File: src/rtl/burst_ctl_pkg.sv
package burst_ctl_pkg;

   typedef enum logic [2:0] {
      OP_IDLE     = 3'd0,
      OP_DESEL    = 3'd1,
      OP_BEGIN_RD = 3'd2,
      OP_BEGIN_WR = 3'd3,
      OP_CONT     = 3'd4,
      OP_SUSP     = 3'd5,
      OP_HOLD     = 3'd6
   } cyc_op_t;

   function automatic logic op_is_begin(input cyc_op_t op);
      return (op == OP_BEGIN_RD) || (op == OP_BEGIN_WR);
   endfunction

   function automatic logic op_is_burst(input cyc_op_t op);
      return (op == OP_CONT) || (op == OP_SUSP);
   endfunction

endpackage

File: src/rtl/bcc_write_decode.sv
module bcc_write_decode #(
   parameter int LANES = 4
) (
   input  logic             wr_all_n,
   input  logic             wr_byte_n,
   input  logic [LANES-1:0] lane_wr_n,
   output logic [LANES-1:0] lane_sel,
   output logic             any_write
);

   // one select per lane: global write wins, else byte qualifier plus lane enable
   for (genvar g = 0; g < LANES; g++) begin : g_lane
      assign lane_sel[g] = !wr_all_n || (!wr_byte_n && !lane_wr_n[g]);
   end

   assign any_write = |lane_sel;

endmodule

File: src/rtl/bcc_wake_timer.sv
module bcc_wake_timer #(
   parameter int WAKE_CYCLES = 2
) (
   input  logic clk,
   input  logic rst_n,
   input  logic sleep,
   output logic awake
);

   if (WAKE_CYCLES == 0) begin : g_nowait
      assign awake = !sleep;
   end else begin : g_count
      localparam int CW = $clog2(WAKE_CYCLES + 1);
      localparam logic [CW-1:0] CNT_LOAD = CW'(WAKE_CYCLES);
      logic [CW-1:0] cnt_q;

      always_ff @(posedge clk or negedge rst_n) begin
         if (!rst_n) begin
            cnt_q <= '0;
         end else if (sleep) begin
            cnt_q <= CNT_LOAD;
         end else if (cnt_q != '0) begin
            cnt_q <= cnt_q - 1'b1;
         end
      end

      assign awake = !sleep && (cnt_q == '0);
   end

endmodule

File: src/rtl/bcc_cycle_decide.sv
module bcc_cycle_decide
   import burst_ctl_pkg::*;
(
   input  logic    awake,
   input  logic    burst_open,
   input  logic    sel_n,
   input  logic    sel_hi,
   input  logic    sel_lo_n,
   input  logic    astart_cpu_n,
   input  logic    astart_ctl_n,
   input  logic    adv_n,
   input  logic    any_write,
   output cyc_op_t op
);

   logic cpu_start;
   logic new_addr;
   logic chip_on;

   // processor start is blocked by an inactive primary select
   assign cpu_start = !astart_cpu_n && !sel_n;
   assign new_addr  = cpu_start || !astart_ctl_n;
   assign chip_on   = !sel_n && sel_hi && !sel_lo_n;

   always_comb begin
      if (!awake) begin
         op = OP_HOLD;
      end else if (new_addr) begin
         if (!chip_on)       op = OP_DESEL;
         else if (cpu_start) op = OP_BEGIN_RD;
         else if (any_write) op = OP_BEGIN_WR;
         else                op = OP_BEGIN_RD;
      end else if (!burst_open) begin
         op = OP_IDLE;
      end else if (!adv_n) begin
         op = OP_CONT;
      end else begin
         op = OP_SUSP;
      end
   end

endmodule

File: src/rtl/burst_cycle_ctrl.sv
module burst_cycle_ctrl
   import burst_ctl_pkg::*;
#(
   parameter int LANES       = 4,
   parameter int WAKE_CYCLES = 2
) (
   input  logic             clk,
   input  logic             rst_n,
   input  logic             sel_n,
   input  logic             sel_hi,
   input  logic             sel_lo_n,
   input  logic             astart_cpu_n,
   input  logic             astart_ctl_n,
   input  logic             adv_n,
   input  logic             wr_all_n,
   input  logic             wr_byte_n,
   input  logic [LANES-1:0] lane_wr_n,
   input  logic             oe_n,
   input  logic             sleep,
   output logic             addr_load,
   output logic             addr_step,
   output logic [LANES-1:0] lane_we,
   output logic             dq_drive
);

   if (LANES < 1) begin : g_bad_lanes
      $error("burst_cycle_ctrl: LANES must be at least 1");
   end
   if (WAKE_CYCLES < 0 || WAKE_CYCLES > 255) begin : g_bad_wake
      $error("burst_cycle_ctrl: WAKE_CYCLES out of range");
   end

   logic             awake;
   logic [LANES-1:0] lane_sel;
   logic             any_write;
   cyc_op_t          op;

   logic             open_q;
   logic             dir_wr_q;
   logic             load_q;
   logic             step_q;
   logic [LANES-1:0] we_q;
   logic             rd_phase_q;

   bcc_wake_timer #(.WAKE_CYCLES(WAKE_CYCLES)) u_wake (
      .clk   (clk),
      .rst_n (rst_n),
      .sleep (sleep),
      .awake (awake)
   );

   bcc_write_decode #(.LANES(LANES)) u_wdec (
      .wr_all_n  (wr_all_n),
      .wr_byte_n (wr_byte_n),
      .lane_wr_n (lane_wr_n),
      .lane_sel  (lane_sel),
      .any_write (any_write)
   );

   bcc_cycle_decide u_dec (
      .awake        (awake),
      .burst_open   (open_q),
      .sel_n        (sel_n),
      .sel_hi       (sel_hi),
      .sel_lo_n     (sel_lo_n),
      .astart_cpu_n (astart_cpu_n),
      .astart_ctl_n (astart_ctl_n),
      .adv_n        (adv_n),
      .any_write    (any_write),
      .op           (op)
   );

   // burst bookkeeping: open flag and registered direction
   always_ff @(posedge clk or negedge rst_n) begin
      if (!rst_n) begin
         open_q   <= 1'b0;
         dir_wr_q <= 1'b0;
      end else begin
         case (op)
            OP_DESEL:    open_q <= 1'b0;
            OP_BEGIN_RD: begin open_q <= 1'b1; dir_wr_q <= 1'b0; end
            OP_BEGIN_WR: begin open_q <= 1'b1; dir_wr_q <= 1'b1; end
            default:     ;
         endcase
      end
   end

   // registered cycle outputs
   always_ff @(posedge clk or negedge rst_n) begin
      if (!rst_n) begin
         load_q     <= 1'b0;
         step_q     <= 1'b0;
         we_q       <= '0;
         rd_phase_q <= 1'b0;
      end else begin
         load_q <= op_is_begin(op);
         step_q <= (op == OP_CONT);
         if (op == OP_BEGIN_WR || (op_is_burst(op) && dir_wr_q)) begin
            we_q <= lane_sel;
         end else begin
            we_q <= '0;
         end
         if (op == OP_BEGIN_RD) begin
            rd_phase_q <= 1'b1;
         end else if (op_is_burst(op)) begin
            rd_phase_q <= !dir_wr_q;
         end else if (op != OP_HOLD) begin
            rd_phase_q <= 1'b0;
         end
      end
   end

   assign addr_load = load_q;
   assign addr_step = step_q;
   assign lane_we   = we_q;
   assign dq_drive  = rd_phase_q && !oe_n && !sleep;

endmodule

File: config.mk
export PLATFORM = sky130hd
export DESIGN_NAME = burst_cycle_ctrl
export DESIGN_NICKNAME = d
export VERILOG_FILES = /design/src/rtl/burst_ctl_pkg.sv /design/src/rtl/bcc_write_decode.sv /design/src/rtl/bcc_wake_timer.sv /design/src/rtl/bcc_cycle_decide.sv /design/src/rtl/burst_cycle_ctrl.sv
export SDC_FILE = /design/constraint.sdc
export NUM_CORES = 1
export LEC_CHECK = 0
export BUFFER_PORTS_ARGS = -buffer_cell sky130_fd_sc_hd__buf_4
export CAP_MARGIN = 20
export CORE_UTILIZATION = 40
export CTS_CLUSTER_DIAMETER = 40
export CTS_CLUSTER_SIZE = 10
export DETAILED_ROUTE_END_ITERATION = 10
export GPL_TIMING_DRIVEN = 0
export HOLD_SLACK_MARGIN = 0.03
export PLACE_DENSITY = 0.7
export SYNTH_ARGS = -nofsm -noshare
export SYNTH_HDL_FRONTEND = slang
export SYNTH_SLANG_ARGS = --single-unit
File: constraint.sdc
create_clock -name clk -period 1.4 [get_ports clk]
set_input_delay 0.07 -clock clk [delete_from_list [all_inputs] [get_ports clk]]
set_output_delay 0.07 -clock clk [all_outputs]
set_load 0.03 [all_outputs]
* After elaboration in Yosys (flattened, before gate mapping) *
Cells that the tools add are included.

storage, ports and cells
  word-level logic and storage cells = 69
  memories kept = 0
  register bits after elaboration = 11
  bits in writable memories = 0
  bits in latches = 0
  bits in read-only memories = 0
  bits of input ports = 16

operators by class
  bitwise gates (word level) = 0
  reduce and logical (&&, ||, !) cells = 40
  $mul = 0
  eq/ne operators = 6
  shift operators = 0
  divide/modulo/power cells = 0
  add/subtract/negate cells = 1
  magnitude comparators = 0
  muxes and demuxes = 15

operator list
  kind                                                 count
  two-way mux 3 bit                                    5
  logical NOT 1 bit                                    13
  logical AND 1 bit                                    11
  logical OR 1 bit                                     8
  nonzero test 2 bit                                   4
  equality test 3 x 2 -> 1 bit, second input constant  2
  equality test 3 bit, second input constant           2
  two-way mux 1 bit                                    5
  two-way mux 2 bit                                    2
  two-way mux 4 bit                                    1
  one-hot mux 1 bit (2 select lines)                   2
  OR reduction 4 bit                                   1
  equality test 3 x 1 -> 1 bit, second input constant  1
  != test 3 bit, second input constant                 1
  nonzero test 3 bit                                   1
  logical NOT 2 bit                                    1
  OR reduction 2 bit                                   1
  subtractor 2 x 1 -> 2 bit, second input constant     1

* Depth between registers and ports, before layout *
Gate-level depths: netlist (run 1).

  word-level depth = 14
  gate-level depth with buffers = 7

* By module *
Synthesis (run 1) repeated with hierarchy kept, for this count alone.

second synthesis, totals
  cells, all modules = 52
  area, all modules = 575.6 µm²

by module, submodules not included
  module            cells an instance  area each (µm²)  instances
  burst_cycle_ctrl  26                 362.8            1
  bcc_wake_timer    11                 110.1            1
  bcc_cycle_decide  9                  68.8             1
  bcc_write_decode  6                  33.8             1

* Worst setup path before layout (run 1) *
OpenSTA, ideal clock, no wires.

  path type = reg-to-reg
  start point = reg u_wake.g_count.cnt_q[0]
  end point = reg dir_wr_q
  cell stages (with the launch flop) = 8
  required time = 1.281 ns
  slack = 0.049 ns
  arrival time = 1.232 ns
  path buffers = 0
  path through = dfrtp_1 > inv_1 > ha_1 > nor2b_1 > nand4b_1 > inv_2 > nand2_1 > o21a_1

between the ends
  word-level cells in the longest chain between the ends = 5
  elaborated cells between the ends (all ways) = 7

RTL lines
  item                                                                             RTL line                RTL
  from (decl)                                                                      bcc_wake_timer.sv:15    logic [CW-1:0] cnt_q;
  from (signal assigned)                                                           bcc_wake_timer.sv:23    cnt_q <= cnt_q - 1'b1;
  logical NOT 2 bit *                                                              bcc_wake_timer.sv:27    assign awake = !sleep && (cnt_q == '0);
  logical AND 1 bit *                                                              bcc_wake_timer.sv:27
  two-way mux 3 bit *                                                              bcc_cycle_decide.sv:26  if (!awake) begin
  equality test 3 x 2 -> 1 bit                                                     burst_cycle_ctrl.sv:79  case (op)
  one-hot mux 1 bit (2 select lines) / nonzero test 2 bit (equally long branches)  n/a
  to (signal assigned)                                                             burst_cycle_ctrl.sv:77  dir_wr_q <= 1'b0;
  to (signal assigned)                                                             burst_cycle_ctrl.sv:81  OP_BEGIN_RD: begin open_q <= 1'b1; dir_wr_q <= 1'b0; end
  to (signal assigned)                                                             burst_cycle_ctrl.sv:82  OP_BEGIN_WR: begin open_q <= 1'b1; dir_wr_q <= 1'b1; end
  to (decl)                                                                        burst_cycle_ctrl.sv:39  logic dir_wr_q;

Mark *: on every way between the ends. The rest lies on a longest branch, timed or not.
A chain may end at the register's enable or synchronous reset.

* Final worst setup path (run 1) *
  start point = reg u_wake.g_count.cnt_q[0]
  end point = reg we_q[3], in the netlist lane_we[3]

between the ends
  word-level cells in the longest chain between the ends = 8
  elaborated cells between the ends (all ways) = 10

RTL lines
  item                  RTL line                RTL
  logical NOT 2 bit *   bcc_wake_timer.sv:27
  logical AND 1 bit *   bcc_wake_timer.sv:27
  two-way mux 3 bit *   bcc_cycle_decide.sv:26
  equality test 3 bit   burst_ctl_pkg.sv:18     return (op == OP_CONT) || (op == OP_SUSP);
  logical OR 1 bit      burst_ctl_pkg.sv:18
  logical AND 1 bit     burst_cycle_ctrl.sv:98  if (op == OP_BEGIN_WR || (op_is_burst(op) && dir_wr_q)) begin
  logical OR 1 bit *    burst_cycle_ctrl.sv:98
  two-way mux 4 bit *   burst_cycle_ctrl.sv:98
  to (signal assigned)  burst_cycle_ctrl.sv:99  we_q <= lane_sel;
  to (decl)             burst_cycle_ctrl.sv:42  logic [LANES-1:0] we_q;

Marked as above.

==> reports/results.tsv, run 1 <==
metric	value	unit
vias in the first global route	434	
worst-skew pair later-pin latency	0.26	ns
crit-path cells	inv_2 > ha_4 > nor2b_4 > nand3_1 > o22ai_2 > and2_1	
# IOs	23	
Period minus WS final	1.37	ns
minimum setup slack in the final design	0.0295	ns
Die Width	38.7	um
grt total ovfl	0	
initial antenna violation count	0	
ANT cells	0	
Power Dens Cells	1120	nW/um2
Sink Count	11	
Core Region	1170	um2
worst path required time	1.59	ns
Peak VDD IR	490	uV
clock buffer depth	2	
Synth Instances	49	
post-synth cell types	22	
Syn. warnings	0	
Starting Density	0.459	
CTS tree	built	
die span in y	38.7	um
Syn Area/Cell	11.0	um2
placement-stage cell area	721	um2
Syn Nets	66	
Synth Register Bits	11	
RSZ-0062 raised after global routing	true	
WS Path Type	flop to flop	
Clock Skew	0.0121	ns
Root Buffer	clkbuf_4	
Post-Place Worst Slack	-0.117	ns
layout cells sized above 1	0.476	
Vias	461	
clk slew on worst S/H paths	0.07	ns
reg2reg path depth	6	
CP startpoint kind	flop	
Rel. slew slack	0.765	
critical-path cell with the highest stage delay	dfrtp_1	
WL/cell	11.4	um
H-tree Lvls	1	
reg-to-reg setup timing slack	0.03	ns
first-pass GRT wire length	1730	um
Pins Over Slew Limit	0	
outcome	finished, final reports clean	
worst-margin pin slew	0.352	ns
worst-path maximum fanout	4	
nets	100	
pin count of the biggest net entering global routing	12	
Seq/Total Area, Yosys	0.512	
Syn Std Cell Area	538	um2
Area growth, synth to finish	54.2	%
Port Buffers	22	
critical path's largest stage delay	0.41	ns
hold path cells	3	
Tot GR Track Use	0.174	
MaxCap Viol Count	0	
Worst EP arrival	1.56	ns
vias per inst	4.80	
final HPWL from detailed placement	879	um
Hold Fails Final Rpt	0	
part of the cycle the worst path needs	0.979	
Initial DRC Count	6	
final WL	1090	um
Post-Route Utilization	0.708	
final instance area	830	um2
Placement Rows	12	
fmax	730	MHz
final setup vio count	0	
post-route ant nets	0	
Num CTS Buffers	3	
GP Congestion	0.735	
number of remaining DRC errors	0	
First-pass DRT Iterations	4	
Hold WC Path Type	input port to flop	
Leakage	0.408	nW
CP Capture Type	flop	
die area	1500	um2
metal layers:
layer / up-vias / track usage / routed length, um
li1: 237 / - / -
met1: 206 / 0.201 / 468
met5: - / 0 / 0
met4: 0 / 0.103 / 20
met2: 16 / 0.304 / 562
met3: 2 / 0.0173 / 41
report_power, final:
part           switching (mW)  internal, mW  leakage (nW)  total [mW]
clock                  0.0951         0.110        0.0150       0.205
combinational           0.138         0.178         0.246       0.316
sequential             0.0342         0.371         0.147       0.405
total                   0.267         0.658         0.408       0.926
layout make-up:
class                           instances  area [um2]
Fill cell                              99         342
Sequential cell                        11         275
Multi-Input combinational cell         35         274
Timing Repair Buffer                   29         225
Clock buffer                            4        26.3
Tap cell                               14        17.5
Inverter                                3        11.3
worst paths after layout:
path | startpoint | end
setup / recovery | u_wake.g_count.cnt_q[0] | lane_we[3]
hold / removal | lane_wr_n[1] | lane_we[1]
setup reg to reg | u_wake.g_count.cnt_q[0] | lane_we[3]
hold reg to reg | rd_phase_q | rd_phase_q
max in group asynchronous | rst_n | lane_we[1]
min in group asynchronous | rst_n | open_q
cells in the mapped netlist:
master | number | area share
and2_1 | 4 | 0.047
o21ai_0 | 5 | 0.047
nor2b_1 | 3 | 0.035
dfrtp_1 | 11 | 0.51
ha_1 | 1 | 0.023
nand4_2 | 1 | 0.023
inv_1 | 2 | 0.014
o211ai_1 | 1 | 0.014
o21a_1 | 2 | 0.028
mux2i_1 | 1 | 0.019
xor2_1 | 1 | 0.016
nand3_1 | 1 | 0.0093
nor2_1 | 2 | 0.014
nand2b_1 | 2 | 0.023
a2111oi_4 | 1 | 0.051
or2_2 | 1 | 0.012
o22ai_2 | 1 | 0.023
inv_2 | 1 | 0.0070
nand2_1 | 4 | 0.028
nand4b_1 | 1 | 0.016
nor3b_1 | 2 | 0.028
a31oi_1 | 1 | 0.012
through the flow:
| step | cells | hold WS (ns) | power (mW) | TNS (ns) |
|---|---|---|---|---|
| 2_1_floorplan | 49 | -0.226 | 0.551 | 0 |
| 3_3_place_gp | 85 | -0.0916 | 0.625 | -0.453 |
| 3_5_place_dp | 85 | -0.0916 | 0.638 | -0.535 |
| 4_1_cts | 94 | 0.141 | 0.901 | 0 |
| 5_1_grt | 96 | 0.139 | 0.983 | -0.250 |
| 6_report | 96 | 0.147 | 0.926 | 0 |
flip-flops by register name (all words and copies together), names as in the netlist:
name                  flops
open_q                    1
u_wake.g_count.cnt_q      2
dir_wr_q                  1
addr_step                 1
addr_load                 1
rd_phase_q                1
lane_we                   4
kinds of logic after synthesis:
group,synth area share
muxes,0.0186
xor gates and xnor gates,0.0163
adders and majority gates,0.0233
buffers and inverters,0.0209
and+or+nand+nor,0.235
AOI/OAI and AO/OA,0.174
DFF,0.512
timing repair:
action,4_1_cts,5_1_grt
setup buffers,2,2
resized for setup,6,1
endpoints found under the setup margin,6,6
hold buffers,3,0
pin swaps,4,5
cloned,0,0
hold endpoints to repair,13,0
cell usage in the layout, fill, tap and decap left out, types with 2 or more instances in the layout:
cell	synthesis	final
nand2b_1	2	2
nor3b_1	2	2
dlygate4sd3_1	0	3
buf_4	0	26
nor2_1	2	2
and2_1	4	4
o21ai_0	5	5
nor2b_1	3	2
dfrtp_1	11	11
clkbuf_4	0	3
nand2_1	4	3
inv_2	1	3
o21a_1	2	2
worst max-delay path: cells and delay by family (launching register included):
kind | cells | cell delay (ns)
AOI/OAI and AO/OA | 1 | 0.23
adders and majority gates | 1 | 0.15
buffers and inverters | 1 | 0.08
DFF | 1 | 0.41
and+or+nand+nor | 3 | 0.44
Note: power is estimated with default switching activity, not from simulation.
==> run 2, diff against run 1 <==
- ABC_AREA: default -> 1
- CORE_MARGIN: default -> 2
- CTS_BUF_LIST: default -> sky130_fd_sc_hd__clkbuf_4 sky130_fd_sc_hd__clkbuf_8
- PLACE_DENSITY: 0.7 -> 0.69
==> reports/results.tsv, run 2 <==
metric	value	unit
outcome	finished, final reports clean	
CP Capture Type	flop	
Seq/Total Area, Yosys	0.500	
Syn Area/Cell	8.10	um2
Leakage	0.454	nW
reg-to-reg setup timing slack	0.04	ns
final WL	1160	um
Hold WC Path Type	input port to flop	
Synth Instances	68	
Initial DRC Count	20	
Hold Fails Final Rpt	0	
clk slew on worst S/H paths	0.07	ns
Die Width	41.1	um
r2r endpoint	lane_we[2]	
Vias	521	
vias per inst	4.57	
die span in y	41.1	um
Area growth, synth to finish	54.5	%
Switching Fraction	0.325	
Num CTS Buffers	3	
r2r startpoint	u_wake.g_count.cnt_q[0]	
Syn Nets	85	
Syn. warnings	0	
WL/cell	10.1	um
grt total ovfl	0	
# IOs	23	
reg2reg path depth	10	
most common cell after layout, fill and taps aside	buf_4	
RSZ-0062 raised after global routing	true	
MaxCap Viol Count	0	
setup tns final	0	ns
Pins Over Slew Limit	0	
Post-Route Utilization	0.654	
number of remaining DRC errors	0	
Syn Std Cell Area	551	um2
Port Buffers	22	
Synth area leader	dfrtp_1	
hold_sp	sleep	
Synth Register Bits	11	
Starting Density	0.423	
Tot GR Track Use	0.166	
Switching Power	0.328	mW
worst path required time	1.59	ns
vias in the first global route	450	
Power Dens Cells	1190	nW/um2
synth top area cells	dfrtp_1 (50%), nor2_1 (7.5%), nand2_1 (6.8%), inv_1 (6.1%), o21ai_0 (5.5%)	
worst-margin pin slew	0.321	ns
pin count of the biggest net entering global routing	12	
Async S/R FF share, synth	1.00	
part of the cycle the worst path needs	0.973	
Post-synth EDFFs	0	
ANT cells	0	
H-tree Lvls	1	
Hold Path Sink	u_wake.g_count.cnt_q[1]	
GP Congestion	0.781	
hold path cells	3	
Most used DFF post-synth	dfrtp_1	
CP startpoint kind	flop	
nets	117	
Internal	0.684	mW
clock buffer depth	2	
commonest cells in the netlist	dfrtp_1 (11), nor2_1 (11), nand2_1 (10)	
CTS tree	built	
Yosys top cell area share	0.500	
die area	1690	um2
final HPWL from detailed placement	851	um
sequential share of power	0.417	
post-synth cell types	18	
Comb pwr share	0.362	
Clock Skew	0.00441	ns
most frequent cells in the layout	buf_4 (26), dfrtp_1 (11), nor2_1 (10)	
layout cells sized above 1	0.495	
final setup vio count	0	
post-route ant nets	0	
First-pass DRT Iterations	4	
worst-skew pair later-pin latency	0.26	ns
Sink Count	11	
initial antenna violation count	0	
Root Buffer	clkbuf_4	
worst-path maximum fanout	5	
Period minus WS final	1.36	ns
Peak VDD IR	543	uV
first-pass GRT wire length	1780	um
Rel. slew slack	0.786	
clock power share	0.220	
Placement Rows	13	
fmax	734	MHz
max reg flops	4	
CP Launch Point	u_wake.g_count.cnt_q[0]	
WS Path Type	flop to flop	
Core Region	1300	um2
Worst EP arrival	1.55	ns
-- run 2: metal layers --
layer  vias up  part of all wire  GRT usage
met2        18              0.50      0.266
met5         -                 0          0
met3         2             0.048     0.0163
met1       230              0.44      0.204
met4         0             0.012      0.121
li1        271                 -          -
-- run 2: how the worst max path moves through the flow --
stage / end / slack (ns) / depth (start not counted)
2_1_floorplan: lane_we[0] / 0.11 / 10
3_3_place_gp: lane_we[1] / -0.03 / 10
3_5_place_dp: lane_we[3] / -0.05 / 10
4_1_cts: lane_we[3] / 0.02 / 10
5_1_grt: lane_we[2] / -0.08 / 10
6_report: lane_we[2] / 0.04 / 10
-- run 2: area by class of cell --
type,count,area [um2]
fill,107,450
sequential,11,275
multi-input combinational,44,268
timing repair buffer,27,205
inverter,13,53.8
clock buffer,4,30.0
tap,15,18.8
-- run 2: kinds of logic (layout without fill, tap and decap cells) --
kind of cell / count (synthesis) / after routing / synth area share
AND/OR/NAND/NOR: 32 / 32 / 0.286
buffers and inverters: 13 / 44 / 0.0909
AO/OA/AOI/OAI: 11 / 11 / 0.100
flip-flops: 11 / 11 / 0.500
adder cells (fa/ha/maj): 1 / 1 / 0.0227
-- run 2: repair_timing --
| action | in CTS | in global routing |
|---|---|---|
| setup buffers | 0 | 4 |
| resized for setup | 3 | 11 |
| pin swaps | 1 | 5 |
| setup endpoints to repair | 5 | 5 |
| hold endpoints to repair | 11 | 0 |
| hold buffers | 1 | 0 |
-- run 2: critical path, cell delays in order, from the launching register on --
cell	delay (ns)
dfrtp_1	0.37
inv_2	0.08
ha_4	0.15
inv_2	0.05
nor2_4	0.13
inv_4	0.06
nor2_4	0.08
nand2_2	0.07
inv_4	0.08
nand2_4	0.08
a21oi_2	0.13
-- run 2: stage by stage --
step,cells,hold WS [ns],instance area [um2],setup slack [ns],total power [mW]
5_1_grt,114,0.0965,851,-0.0750,1.08
6_report,114,0.0824,851,0.0378,1.01
3_5_place_dp,105,-0.0916,734,-0.0462,0.693
2_1_floorplan,68,-0.226,551,0.108,0.600
3_3_place_gp,105,-0.0918,734,-0.0323,0.679
4_1_cts,110,0.0663,792,0.0152,0.959
-- run 2: power groups by stage --
stage	Clock [mW]	Combinational, mW	Sequential, mW
after global placement	0	0.261	0.418
after floorplan	0	0.178	0.422
final	0.223	0.367	0.422
after detailed placement	0	0.272	0.421
after global routing	0.243	0.412	0.430
after CTS	0.235	0.309	0.415
